### src/rtl/pic_pair_pkg.sv
package pic_pair_pkg;
  localparam int LINES  = 8;
  localparam int IDX_W  = $clog2(LINES);
  localparam int BYTE_W = 8;
  localparam int BASE_W = BYTE_W - IDX_W;
  localparam int SLICES = 2;

  typedef struct packed {
    logic             cmdWr;
    logic             dataWr;
    logic             trigWr;
    logic             ackEn;
    logic [IDX_W-1:0] ackIdx;
  } sliceStrobe_t;

  typedef struct packed {
    logic              winValid;
    logic [IDX_W-1:0]  winIdx;
    logic [BASE_W-1:0] base;
    logic [LINES-1:0]  regView;
    logic [LINES-1:0]  imr;
    logic [LINES-1:0]  elcr;
    logic [LINES-1:0]  irr;
  } sliceView_t;

  typedef enum logic [1:0] {STEP_IDLE, STEP_BASE, STEP_CASC, STEP_MODE} initStep_t;

  typedef enum logic [2:0] {HIT_NONE, HIT_MCMD, HIT_MDATA, HIT_SCMD,
                            HIT_SDATA, HIT_MTRIG, HIT_STRIG} portHit_t;

  // Rotated priority of the best set bit; LINES when none is set.
  function automatic logic [IDX_W:0] pickPrio(logic [LINES-1:0] m, logic [IDX_W-1:0] add);
    logic [IDX_W:0] p;
    p = (IDX_W+1)'(LINES);
    for (int i = LINES - 1; i >= 0; i--) begin
      if (m[IDX_W'(IDX_W'(i) + add)]) p = (IDX_W+1)'(i);
    end
    return p;
  endfunction
endpackage

### src/rtl/pic_slice.sv
module pic_slice
  import pic_pair_pkg::*;
#(
  parameter bit               IS_MASTER    = 1'b0,
  parameter logic [LINES-1:0] TRIG_MASK    = '0,
  parameter int               CASCADE_LINE = 2
) (
  input  logic              clk,
  input  logic              rstN,
  input  logic [LINES-1:0]  reqLines,
  input  logic [LINES-1:0]  injLines,
  input  sliceStrobe_t      strobe,
  input  logic [BYTE_W-1:0] wrData,
  output sliceView_t        view,
  output logic              intOut
);
  logic [LINES-1:0]  irr, imr, isr, elcr, lastReq;
  logic [LINES-1:0]  irrN, imrN, isrN, elcrN;
  logic [IDX_W-1:0]  prioAdd, prioAddN;
  logic [BASE_W-1:0] base, baseN;
  logic              readIsr, readIsrN, autoEoi, autoEoiN, rotAuto, rotAutoN;
  logic              nested, nestedN, needIcw4, needIcw4N;
  initStep_t         step, stepN;

  logic [IDX_W:0]    reqPrio, curPrio, isrPrio;
  logic [LINES-1:0]  isrMask;
  logic [IDX_W-1:0]  isrTop, winIdx;
  logic              winValid;

  always_comb begin
    isrMask  = isr;
    if (IS_MASTER && nested) isrMask[CASCADE_LINE] = 1'b0;
    reqPrio  = pickPrio(irr & ~imr, prioAdd);
    curPrio  = pickPrio(isrMask, prioAdd);
    isrPrio  = pickPrio(isr, prioAdd);
    isrTop   = isrPrio[IDX_W-1:0] + prioAdd;
    winValid = !reqPrio[IDX_W] && (reqPrio < curPrio);
    winIdx   = reqPrio[IDX_W-1:0] + prioAdd;
  end

  always_comb begin
    irrN = irr; imrN = imr; isrN = isr; elcrN = elcr;
    prioAddN = prioAdd; baseN = base; readIsrN = readIsr;
    autoEoiN = autoEoi; rotAutoN = rotAuto; nestedN = nested;
    needIcw4N = needIcw4; stepN = step;

    if (strobe.ackEn) begin
      if (!elcr[strobe.ackIdx]) irrN[strobe.ackIdx] = 1'b0;
      if (autoEoi) begin
        if (rotAuto) prioAddN = strobe.ackIdx + 1'b1;
      end else begin
        isrN[strobe.ackIdx] = 1'b1;
      end
    end

    if (strobe.trigWr) elcrN = wrData & TRIG_MASK;

    if (strobe.cmdWr) begin
      if (wrData[4]) begin
        needIcw4N = wrData[0];
        imrN      = '0;
        prioAddN  = '0;
        readIsrN  = 1'b0;
        if (!wrData[0]) begin
          nestedN  = 1'b0;
          autoEoiN = 1'b0;
        end
        stepN = STEP_BASE;
      end else if (wrData[3]) begin
        if (wrData[1]) readIsrN = wrData[0];
      end else begin
        case (wrData[7:5])
          3'd0, 3'd4: rotAutoN = wrData[7];
          3'd1, 3'd5: if (!isrPrio[IDX_W]) begin
            isrN[isrTop] = 1'b0;
            if (wrData[7]) prioAddN = isrTop + 1'b1;
          end
          3'd3: isrN[wrData[IDX_W-1:0]] = 1'b0;
          3'd6: prioAddN = wrData[IDX_W-1:0] + 1'b1;
          3'd7: begin
            isrN[wrData[IDX_W-1:0]] = 1'b0;
            prioAddN = wrData[IDX_W-1:0] + 1'b1;
          end
          default: ;
        endcase
      end
    end

    if (strobe.dataWr) begin
      case (step)
        STEP_IDLE: imrN = wrData;
        STEP_BASE: begin
          baseN = wrData[BYTE_W-1:IDX_W];
          stepN = STEP_CASC;
        end
        STEP_CASC: stepN = needIcw4 ? STEP_MODE : STEP_IDLE;
        default: begin
          nestedN  = wrData[4];
          autoEoiN = wrData[1];
          stepN    = STEP_IDLE;
        end
      endcase
    end

    // line inputs last: a new edge beats a same-cycle acknowledge
    irrN = (irrN & ~elcr) | (reqLines & ~lastReq & ~elcr) | (reqLines & elcr) | injLines;
  end

  always_ff @(posedge clk or negedge rstN) begin
    if (!rstN) begin
      irr <= '0; imr <= '0; isr <= '0; elcr <= '0; lastReq <= '0;
      prioAdd <= '0; base <= '0; readIsr <= 1'b0; autoEoi <= 1'b0;
      rotAuto <= 1'b0; nested <= 1'b0; needIcw4 <= 1'b0; step <= STEP_IDLE;
    end else begin
      irr <= irrN; imr <= imrN; isr <= isrN; elcr <= elcrN; lastReq <= reqLines;
      prioAdd <= prioAddN; base <= baseN; readIsr <= readIsrN; autoEoi <= autoEoiN;
      rotAuto <= rotAutoN; nested <= nestedN; needIcw4 <= needIcw4N; step <= stepN;
    end
  end

  assign intOut = winValid;
  always_comb begin
    view.winValid = winValid;
    view.winIdx   = winIdx;
    view.base     = base;
    view.regView  = readIsr ? isr : irr;
    view.imr      = imr;
    view.elcr     = elcr;
    view.irr      = irr;
  end

  // a non-auto-EOI acknowledge leaves its input in service
  p_ack_sets_isr_r7: assert property (@(posedge clk) disable iff (!rstN)
    (strobe.ackEn && !autoEoi && !strobe.cmdWr) |=> isr[$past(strobe.ackIdx)]);

  // level-mode requests mirror the line one cycle later
  p_level_follows_r5: assert property (@(posedge clk) disable iff (!rstN)
    1'b1 |=> ((irr & $past(elcr) & ~$past(injLines)) ==
              ($past(reqLines) & $past(elcr) & ~$past(injLines))));
endmodule

### src/rtl/pic_pair_datapath.sv
module pic_pair_datapath
  import pic_pair_pkg::*;
#(
  parameter logic [LINES-1:0] MASTER_TRIG_MASK = 8'hF8,
  parameter logic [LINES-1:0] SLAVE_TRIG_MASK  = 8'hDE,
  parameter int               CASCADE_LINE     = 2
) (
  input  logic                      clk,
  input  logic                      rstN,
  input  logic [SLICES*LINES-1:0]   irqLines,
  input  logic [BYTE_W-1:0]         wrData,
  input  sliceStrobe_t [SLICES-1:0] strobes,
  output sliceView_t   [SLICES-1:0] views,
  output logic                      cpuInt
);
  logic [SLICES-1:0] sliceInt;
  logic [LINES-1:0]  injMaster;

  // slave request enters master input as an edge; held off while the
  // master is being acknowledged so the in-flight request is not doubled
  always_comb begin
    injMaster = '0;
    injMaster[CASCADE_LINE] = sliceInt[1] && !strobes[0].ackEn;
  end

  for (genvar g = 0; g < SLICES; g++) begin : g_slice
    localparam bit               IS_M = (g == 0);
    localparam logic [LINES-1:0] TMSK = IS_M ? MASTER_TRIG_MASK : SLAVE_TRIG_MASK;
    pic_slice #(
      .IS_MASTER    (IS_M),
      .TRIG_MASK    (TMSK),
      .CASCADE_LINE (CASCADE_LINE)
    ) u_slice (
      .clk      (clk),
      .rstN     (rstN),
      .reqLines (irqLines[g*LINES +: LINES]),
      .injLines (IS_M ? injMaster : '0),
      .strobe   (strobes[g]),
      .wrData   (wrData),
      .view     (views[g]),
      .intOut   (sliceInt[g])
    );
  end

  assign cpuInt = sliceInt[0];

  // an eligible slave request shows up at master input 2
  p_cascade_inject_r6: assert property (@(posedge clk) disable iff (!rstN)
    (sliceInt[1] && !strobes[0].ackEn) |=> views[0].irr[CASCADE_LINE]);
endmodule

### src/rtl/pic_pair_ctrl.sv
module pic_pair_ctrl
  import pic_pair_pkg::*;
#(
  parameter int                ADDR_W       = 16,
  parameter logic [ADDR_W-1:0] M_CMD_ADDR   = 16'h0020,
  parameter logic [ADDR_W-1:0] S_CMD_ADDR   = 16'h00A0,
  parameter logic [ADDR_W-1:0] M_TRIG_ADDR  = 16'h04D0,
  parameter int                CASCADE_LINE = 2
) (
  input  logic                      clk,
  input  logic                      rstN,
  input  logic [ADDR_W-1:0]         ioAddr,
  input  logic                      ioWrEn,
  input  logic                      ioRdEn,
  input  logic [2:0]                ioSize,
  input  logic                      intAck,
  input  sliceView_t   [SLICES-1:0] views,
  output sliceStrobe_t [SLICES-1:0] strobes,
  output logic [BYTE_W-1:0]         ioRdData,
  output logic [BYTE_W-1:0]         intVector
);
  localparam logic [IDX_W-1:0] SPUR_IDX = IDX_W'(LINES - 1);

  portHit_t          hit;
  logic              sizeOk;
  logic [BYTE_W-1:0] rdNext, vecNext;

  assign sizeOk = (ioSize == 3'd1);

  always_comb begin
    if      (ioAddr == M_CMD_ADDR)        hit = HIT_MCMD;
    else if (ioAddr == M_CMD_ADDR + 1'b1) hit = HIT_MDATA;
    else if (ioAddr == S_CMD_ADDR)        hit = HIT_SCMD;
    else if (ioAddr == S_CMD_ADDR + 1'b1) hit = HIT_SDATA;
    else if (ioAddr == M_TRIG_ADDR)       hit = HIT_MTRIG;
    else if (ioAddr == M_TRIG_ADDR + 1'b1) hit = HIT_STRIG;
    else                                  hit = HIT_NONE;
  end

  always_comb begin
    strobes = '0;
    if (ioWrEn && sizeOk) begin
      strobes[0].cmdWr  = (hit == HIT_MCMD);
      strobes[0].dataWr = (hit == HIT_MDATA);
      strobes[0].trigWr = (hit == HIT_MTRIG);
      strobes[1].cmdWr  = (hit == HIT_SCMD);
      strobes[1].dataWr = (hit == HIT_SDATA);
      strobes[1].trigWr = (hit == HIT_STRIG);
    end
    vecNext = {views[0].base, SPUR_IDX};
    if (intAck && views[0].winValid) begin
      strobes[0].ackEn  = 1'b1;
      strobes[0].ackIdx = views[0].winIdx;
      if (views[0].winIdx == IDX_W'(CASCADE_LINE)) begin
        if (views[1].winValid) begin
          strobes[1].ackEn  = 1'b1;
          strobes[1].ackIdx = views[1].winIdx;
          vecNext = {views[1].base, views[1].winIdx};
        end else begin
          vecNext = {views[1].base, SPUR_IDX};
        end
      end else begin
        vecNext = {views[0].base, views[0].winIdx};
      end
    end
  end

  always_comb begin
    case (hit)
      HIT_MCMD:  rdNext = views[0].regView;
      HIT_MDATA: rdNext = views[0].imr;
      HIT_SCMD:  rdNext = views[1].regView;
      HIT_SDATA: rdNext = views[1].imr;
      HIT_MTRIG: rdNext = views[0].elcr;
      HIT_STRIG: rdNext = views[1].elcr;
      default:   rdNext = '0;
    endcase
    if (!sizeOk) rdNext = '0;
  end

  always_ff @(posedge clk or negedge rstN) begin
    if (!rstN) begin
      ioRdData  <= '0;
      intVector <= '0;
    end else begin
      if (ioRdEn) ioRdData  <= rdNext;
      if (intAck) intVector <= vecNext;
    end
  end

  // reads outside the six claimed addresses return zero
  p_unclaimed_zero_r2: assert property (@(posedge clk) disable iff (!rstN)
    (ioRdEn && ioAddr != M_CMD_ADDR && ioAddr != M_CMD_ADDR + 1'b1 &&
     ioAddr != S_CMD_ADDR && ioAddr != S_CMD_ADDR + 1'b1 &&
     ioAddr != M_TRIG_ADDR && ioAddr != M_TRIG_ADDR + 1'b1) |=> ioRdData == '0);

  // reads of any size other than one byte return zero
  p_size_ignored_r3: assert property (@(posedge clk) disable iff (!rstN)
    (ioRdEn && ioSize != 3'd1) |=> ioRdData == '0);

  // no master winner gives master base plus 7
  p_master_spurious_r9: assert property (@(posedge clk) disable iff (!rstN)
    (intAck && !views[0].winValid) |=> intVector == {$past(views[0].base), SPUR_IDX});
endmodule

### src/rtl/pic_pair.sv
module pic_pair
  import pic_pair_pkg::*;
#(
  parameter int ADDR_W = 16
) (
  input  logic                    clk,
  input  logic                    rstN,
  input  logic [SLICES*LINES-1:0] irqLines,
  input  logic [ADDR_W-1:0]       ioAddr,
  input  logic [BYTE_W-1:0]       ioWrData,
  input  logic                    ioWrEn,
  input  logic                    ioRdEn,
  input  logic [2:0]              ioSize,
  input  logic                    intAck,
  output logic                    cpuInt,
  output logic [BYTE_W-1:0]       ioRdData,
  output logic [BYTE_W-1:0]       intVector
);
  sliceStrobe_t [SLICES-1:0] strobes;
  sliceView_t   [SLICES-1:0] views;

  pic_pair_ctrl #(.ADDR_W(ADDR_W)) u_ctrl (
    .clk       (clk),
    .rstN      (rstN),
    .ioAddr    (ioAddr),
    .ioWrEn    (ioWrEn),
    .ioRdEn    (ioRdEn),
    .ioSize    (ioSize),
    .intAck    (intAck),
    .views     (views),
    .strobes   (strobes),
    .ioRdData  (ioRdData),
    .intVector (intVector)
  );

  pic_pair_datapath u_dp (
    .clk      (clk),
    .rstN     (rstN),
    .irqLines (irqLines),
    .wrData   (ioWrData),
    .strobes  (strobes),
    .views    (views),
    .cpuInt   (cpuInt)
  );
endmodule

### config.mk
export PLATFORM = sky130hd
export DESIGN_NAME = pic_pair
export DESIGN_NICKNAME = d
export VERILOG_FILES = /design/src/rtl/pic_pair_pkg.sv /design/src/rtl/pic_slice.sv /design/src/rtl/pic_pair_datapath.sv /design/src/rtl/pic_pair_ctrl.sv /design/src/rtl/pic_pair.sv
export SDC_FILE = /design/constraint.sdc
export NUM_CORES = 1
export LEC_CHECK = 0
export BUFFER_PORTS_ARGS = -buffer_cell sky130_fd_sc_hd__buf_2
export CAP_MARGIN = 20
export CORE_MARGIN = 2
export CORE_UTILIZATION = 40
export CTS_CLUSTER_DIAMETER = 150
export DETAILED_ROUTE_END_ITERATION = 10
export HOLD_SLACK_MARGIN = 0.02
export MAX_ROUTING_LAYER = met4
export SLEW_MARGIN = 20
export SYNTH_ARGS = -nofsm -noshare
export SYNTH_HDL_FRONTEND = slang
export SYNTH_SLANG_ARGS = --single-unit
### constraint.sdc
create_clock -name clk -period 7.6 [get_ports clk]
set_input_delay 2.28 -clock clk [delete_from_list [all_inputs] [get_ports clk]]
set_output_delay 2.28 -clock clk [all_outputs]
set_load 0.1 [all_outputs]
Word-level counts from Yosys, hierarchy flattened
Cells that the tools add are included.

Add/subtract/negate cells: 23. Order comparisons: 28. Equality and inequality tests: 24. Muxes and demuxes: 226. Bitwise logic cells: 36. Reduce and logical (&&, ||, !) cells: 32.

Operator list (count): two-way mux 8 bit (29); two-way mux 4 bit (44); bitwise AND 8 bit (16); binary-select mux 1 bit (select 3 bit) (42); NOT 8 bit (11); less-than comparator 3 x 4 -> 1 bit (second input constant) (21); two-way mux 3 bit (25); two-way mux 1 bit (66); OR 8 bit (6); case mux 8 bit (6 select lines) (1); == test 16 x 11 -> 1 bit (second input constant) (2); == test 16 x 6 -> 1 bit (second input constant) (2); == test 16 x 8 -> 1 bit (second input constant) (2); case mux 8 bit (2 select lines) (2); adder 3 bit (first input constant) (8); == test 3 bit (second input constant) (7); two-way mux 2 bit (8); adder 3 x 1 -> 3 bit (second input constant) (5); demux 1 bit (select 3 bit) (5); greater-or-equal comparator 3 x 1 -> 1 bit (second input constant) (5); adder 2 x 3 -> 3 bit (first input constant) (4); adder 3 bit (4); == test 3 x 2 -> 1 bit (second input constant) (4); case mux 2 bit (3 select lines) (2); 18 further kinds (48).

Flip-flop bits (word level): 120. Bits of input ports: 48. Output and inout port bits: 17. Word-level logic and storage cells: 396.

Longest topological paths before layout
Depth in word-level cells: 30. Depth in mapped cells: 24. Gate-level depth less buffers: 21.

By module
Synthesis repeated with hierarchy kept, for this count alone.

Cell total of the unflattened synthesis: 1005. Area, all modules: 9532.9 µm².

By module, submodules not included: pic_slice (u_dp.g_slice[0].u_slice) (times used 1, cells an instance 461, area an instance 4331.7 µm², seq. area each 1301.2 µm²); pic_slice (u_dp.g_slice[1].u_slice) (times used 1, cells an instance 406, area an instance 3931.3 µm², seq. area each 1301.2 µm²); pic_pair_ctrl (times used 1, cells an instance 136, area an instance 1252.5 µm², seq. area each 400.4 µm²); pic_pair_datapath (times used 1, cells an instance 2, area an instance 17.5 µm², seq. area each 0.0 µm²).

Worst setup path before layout
No wires, ideal clock.

Path kind: register to output. From: register u_dp.g_slice[0].u_slice.prioAdd[1]. To: output port cpuInt. Data arrival time: 4313 ps. Path slack: 1007 ps. Cell stages (with the launch flop): 16. Cell sequence: dfrtp_1 -> buf_2 -> inv_2 -> ha_1 -> clkbuf_1 -> mux4_2 -> and2_1 -> nor3_1 -> nand2_1 -> or2_2 -> ha_1 -> o211ai_1 -> nor2_1 -> o311a_1 -> a211oi_4 -> and2_1.

Word-level cells in the longest chain between the ends: 13.

Ends and longest elaborated chain: start: declaration (line pic_slice.sv:19) `logic [IDX_W-1:0] prioAdd, prioAddN;`; start signal: assignment (line pic_slice.sv:116) `prioAdd <= prioAddN; base <= baseN; readIsr <= readIsrN; autoEoi <= autoEoiN;`; adder 3 bit (line pic_pair_pkg.sv:36) `if (m[IDX_W'(IDX_W'(i) + add)]) p = (IDX_W+1)'(i);`; binary-select mux 1 bit (select 3 bit) (line pic_pair_pkg.sv:36); two-way mux 1 bit (not written as such) (line pic_pair_pkg.sv:36); two-way mux 4 bit (8 in a row) (line pic_pair_pkg.sv:36); less-than comparator 4 bit / logical NOT 1 bit (equally long branches) (line pic_slice.sv:37) `winValid = !reqPrio[IDX_W] && (reqPrio < curPrio);`; logical AND 1 bit * (line pic_slice.sv:37); end: declaration (line pic_pair.sv:15) `output logic cpuInt,`.

Mark *: on every way between the ends. The rest lies on a longest branch, timed or not. The select of a mux whose other input is x is not followed.

Worst setup path after layout
From: register u_dp.g_slice[0].u_slice.prioAdd[0]. To: output port cpuInt.

The elaborated chain is that of the path after synthesis.

==> run metrics <==
worst-path maximum fanout=11; Via density=5.92; Setup CP Type=reg2out; total CTS buffers=17; post-CTS sizing=0; Worst Clk Skew=6.93 ps; Fin Hold WS=417 ps; register bit total from synthesis=120; setup_tns=0 ps; Detailed Route Iter0 Violations=625; fin crit share=94.3%; nets=1,038; post-CTS setup buffer count=0; Data required, critical path=5320 ps; clk_lat worst skew=420 ps; Peak VDD IR=0.148 mV; Synth top area share=34.2%; GPL Wtd Cong=0.937; # H-tree levels=4; largest net degree at the start of global routing=65; top cells by area, synth=dfrtp_1 (34%), mux4_2 (9.2%), mux2_2 (5.4%); Unique masters post-synth=81; Layout Area Growth over Synthesis=12.1%; max_cap viols=0; crit start category=register; GRT Overall Usage=22.4%; Mapped Cells=925; RSZ-0062 raised after global routing=no; CTS tree=yes; initial antenna violation count=0; root buf cell=clkbuf_16; vias in the first global route=7,164; total number of vias=7,458; Slew @ Worst Pin=1110 ps; pwr dens=210 nW/um^2; final setup fails=0; io pins=65; grt ovf=0; leading area contributor after synthesis=dfrtp_1; first-pass GRT wire length=39,900 um; Syn Area/Cell=9.50 sq um; asr flop ratio synth=100%; Net Count, Synth=996; final hold violations=0; Critical Path AT=4890 ps; Pwr Total=0.00207 W; synthesized area=8780 sq um; Initial Utilization=40.5%; max frequency=140 MHz; DRT Pass-1 Iters=5; worst rel slew slack=25.7%; DP HPWL=19,000 um; clk sinks=120; Hold WC Path Type=reg2reg; core area=21,700 sq um; WL final=25,100 um; prevailing post-synth register cell=dfrtp_1; status=completed; EDFF count, synth=0; Die Y-Extent=152 um; CP Capture Type=primary output; Core Rows=54; diodes inserted=0; deepest clock path buffer count=2; ANT nets after route=0; # hold bufs at CTS=0; Slew Limit Fails=0; drt drc=0; IO buf count=64; fin crit period=7170 ps; Synth Warn #=0; ratio of cells with drive above 1 in the final layout=20.5%; P_leak=4.27 nW; Die X=152 um; register area share after synthesis=34.2%; Die ar.=23,200 sq um; WL per Instance=19.9 um; Clk pin slew, worst setup/hold paths=60 ps
[registers in the layout, indices dropped and copies added (netlist names)]
| signal | count |
|---|---|
| u_dp.g_slice.u_slice.prioAdd | 6 |
| u_dp.g_slice.u_slice.base | 10 |
| u_dp.g_slice.u_slice.readIsr | 2 |
| u_dp.g_slice.u_slice.nested | 1 |
| u_dp.g_slice.u_slice.autoEoi | 2 |
| u_ctrl.intVector | 8 |
| u_ctrl.ioRdData | 8 |
| u_dp.g_slice.u_slice.lastReq | 16 |
| u_dp.g_slice.u_slice.elcr | 11 |
| u_dp.g_slice.u_slice.isr | 16 |
| u_dp.g_slice.u_slice.irr | 16 |
| u_dp.g_slice.u_slice.rotAuto | 2 |
| u_dp.g_slice.u_slice.needIcw4 | 2 |
| u_dp.g_slice.u_slice.imr | 16 |
| u_dp.g_slice.u_slice.step | 4 |
[placed cells by master (no fill, tap or decap), types with 5 or more instances in the layout]
cell         n
mux2i_1     40
a221oi_1     6
nor2_1      57
inv_1       51
and2_1       7
nand2_1    101
o22ai_1     14
a21oi_1     41
buf_4        8
nand2b_1    17
o21ai_0     52
nand3_1     47
nor2b_1     30
nor3_1      18
mux2_2      42
mux4_2      36
ha_1        19
buf_2       63
clkbuf_16   17
a31oi_1     11
o31ai_1      9
a32o_1       5
inv_6        7
a22oi_1     11
xnor2_1     13
o22a_1       7
a21o_1       6
dfrtp_1    120
and3_1       8
nor4_1       7
[metrics by stage]
| step | util (%) | setup WS (ps) | instance area [sq um] | std cells |
|---|---|---|---|---|
| floorplan | - | 1010 | 8780 | 925 |
| global placement | 42.7 | 1010 | 9270 | 1228 |
| detailed placement | 42.7 | 891 | 9270 | 1228 |
| CTS | 45.4 | 431 | 9850 | 1260 |
| global route | 45.4 | 62.6 | 9850 | 1260 |
| finish | 45.4 | 435 | 9850 | 1260 |
[area by class of cell]
cell class	instances	area, sq um
clock inverters	13	134
clock buffers	19	443
well taps	280	350
multi-input cells	701	5330
fillers	2137	11800
repair buffers	71	375
flip-flops and latches	120	3000
inverters	56	210
[metal layers]
| metal | wire, um | GRT usage [%] |
|---|---|---|
| met5 | 0 | - |
| met4 | 646 | 6.90 |
| met3 | 1470 | 3.16 |
| met2 | 11500 | 34.0 |
| met1 | 11500 | 31.2 |
[critical path: stages, from the launching register on]
cell and delay (ps):
dfrtp_1 610, inv_2 160, ha_1 300, xnor2_1 570, mux4_2 610, nand2_1 80
a31oi_1 80, nor2_1 240, ha_1 280, o211ai_1 250, nor2_1 80, o311a_1 140
a211oi_4 410, and2_1 220, buf_2 430
[synthesized netlist by cell type, types with 4 or more instances]
| master | n |
|---|---|
| nor3b_1 | 4 |
| mux2_2 | 42 |
| fa_1 | 4 |
| nand3_1 | 47 |
| o21a_1 | 4 |
| o22a_1 | 7 |
| buf_2 | 6 |
| a21oi_1 | 41 |
| and3_1 | 8 |
| ha_1 | 19 |
| nor2b_1 | 30 |
| inv_1 | 51 |
| a22oi_1 | 11 |
| o21ai_0 | 52 |
| o22ai_1 | 14 |
| nor4_1 | 7 |
| and2_1 | 7 |
| o311ai_0 | 4 |
| o21bai_1 | 4 |
| a32o_1 | 5 |
| a2bb2oi_1 | 4 |
| a221oi_1 | 6 |
| mux4_2 | 36 |
| dfrtp_1 | 120 |
| a31oi_1 | 11 |
| nand2_1 | 101 |
| o31ai_1 | 9 |
| clkbuf_1 | 33 |
| nand2b_1 | 17 |
| nor2_1 | 57 |
| xnor2_1 | 13 |
| mux2i_1 | 40 |
| a21o_1 | 6 |
| nand4_1 | 4 |
| xor2_1 | 4 |
| nor3_1 | 18 |
[kinds of logic (layout without fill, tap and decap cells)]
kind of cell,after synthesis,in the layout,synth area share (%)
flops,120,120,34.2
mux,120,120,19.8
simple gates,321,321,18.3
buf+inv,104,159,5.11
fa+ha+maj,23,23,3.62
compound gates,218,218,16.9
xor+xnor,19,19,2.07
[where the power goes]
| group | total, W | switching (W) | internal [W] | leakage [nW] |
|---|---|---|---|---|
| clock network | 0.000797 | 0.000328 | 0.000469 | 0.286 |
| logic | 0.000539 | 0.000324 | 0.000215 | 2.47 |
| registers | 0.000730 | 0.0000625 | 0.000668 | 1.51 |
[worst paths after layout]
path,cells past startpoint,slack (ps),from,to
max,14,430,u_dp.g_slice[0].u_slice.prioAdd[0]$_DFF_PN0_,cpuInt
min in group asynchronous,1,1930,rstN,u_dp.g_slice[1].u_slice.irr[1]$_DFF_PN0_
max reg2reg,19,1800,u_dp.g_slice[0].u_slice.prioAdd[0]$_DFF_PN0_,u_dp.g_slice[1].u_slice.prioAdd[2]$_DFF_PN0_
max in group asynchronous,2,4380,rstN,u_dp.g_slice[0].u_slice.irr[0]$_DFF_PN0_
min,1,420,u_dp.g_slice[1].u_slice.lastReq[0]$_DFF_PN0_,u_dp.g_slice[1].u_slice.irr[0]$_DFF_PN0_
min reg2reg,1,420,u_dp.g_slice[1].u_slice.lastReq[0]$_DFF_PN0_,u_dp.g_slice[1].u_slice.irr[0]$_DFF_PN0_
(Power assumes the default switching activity.)
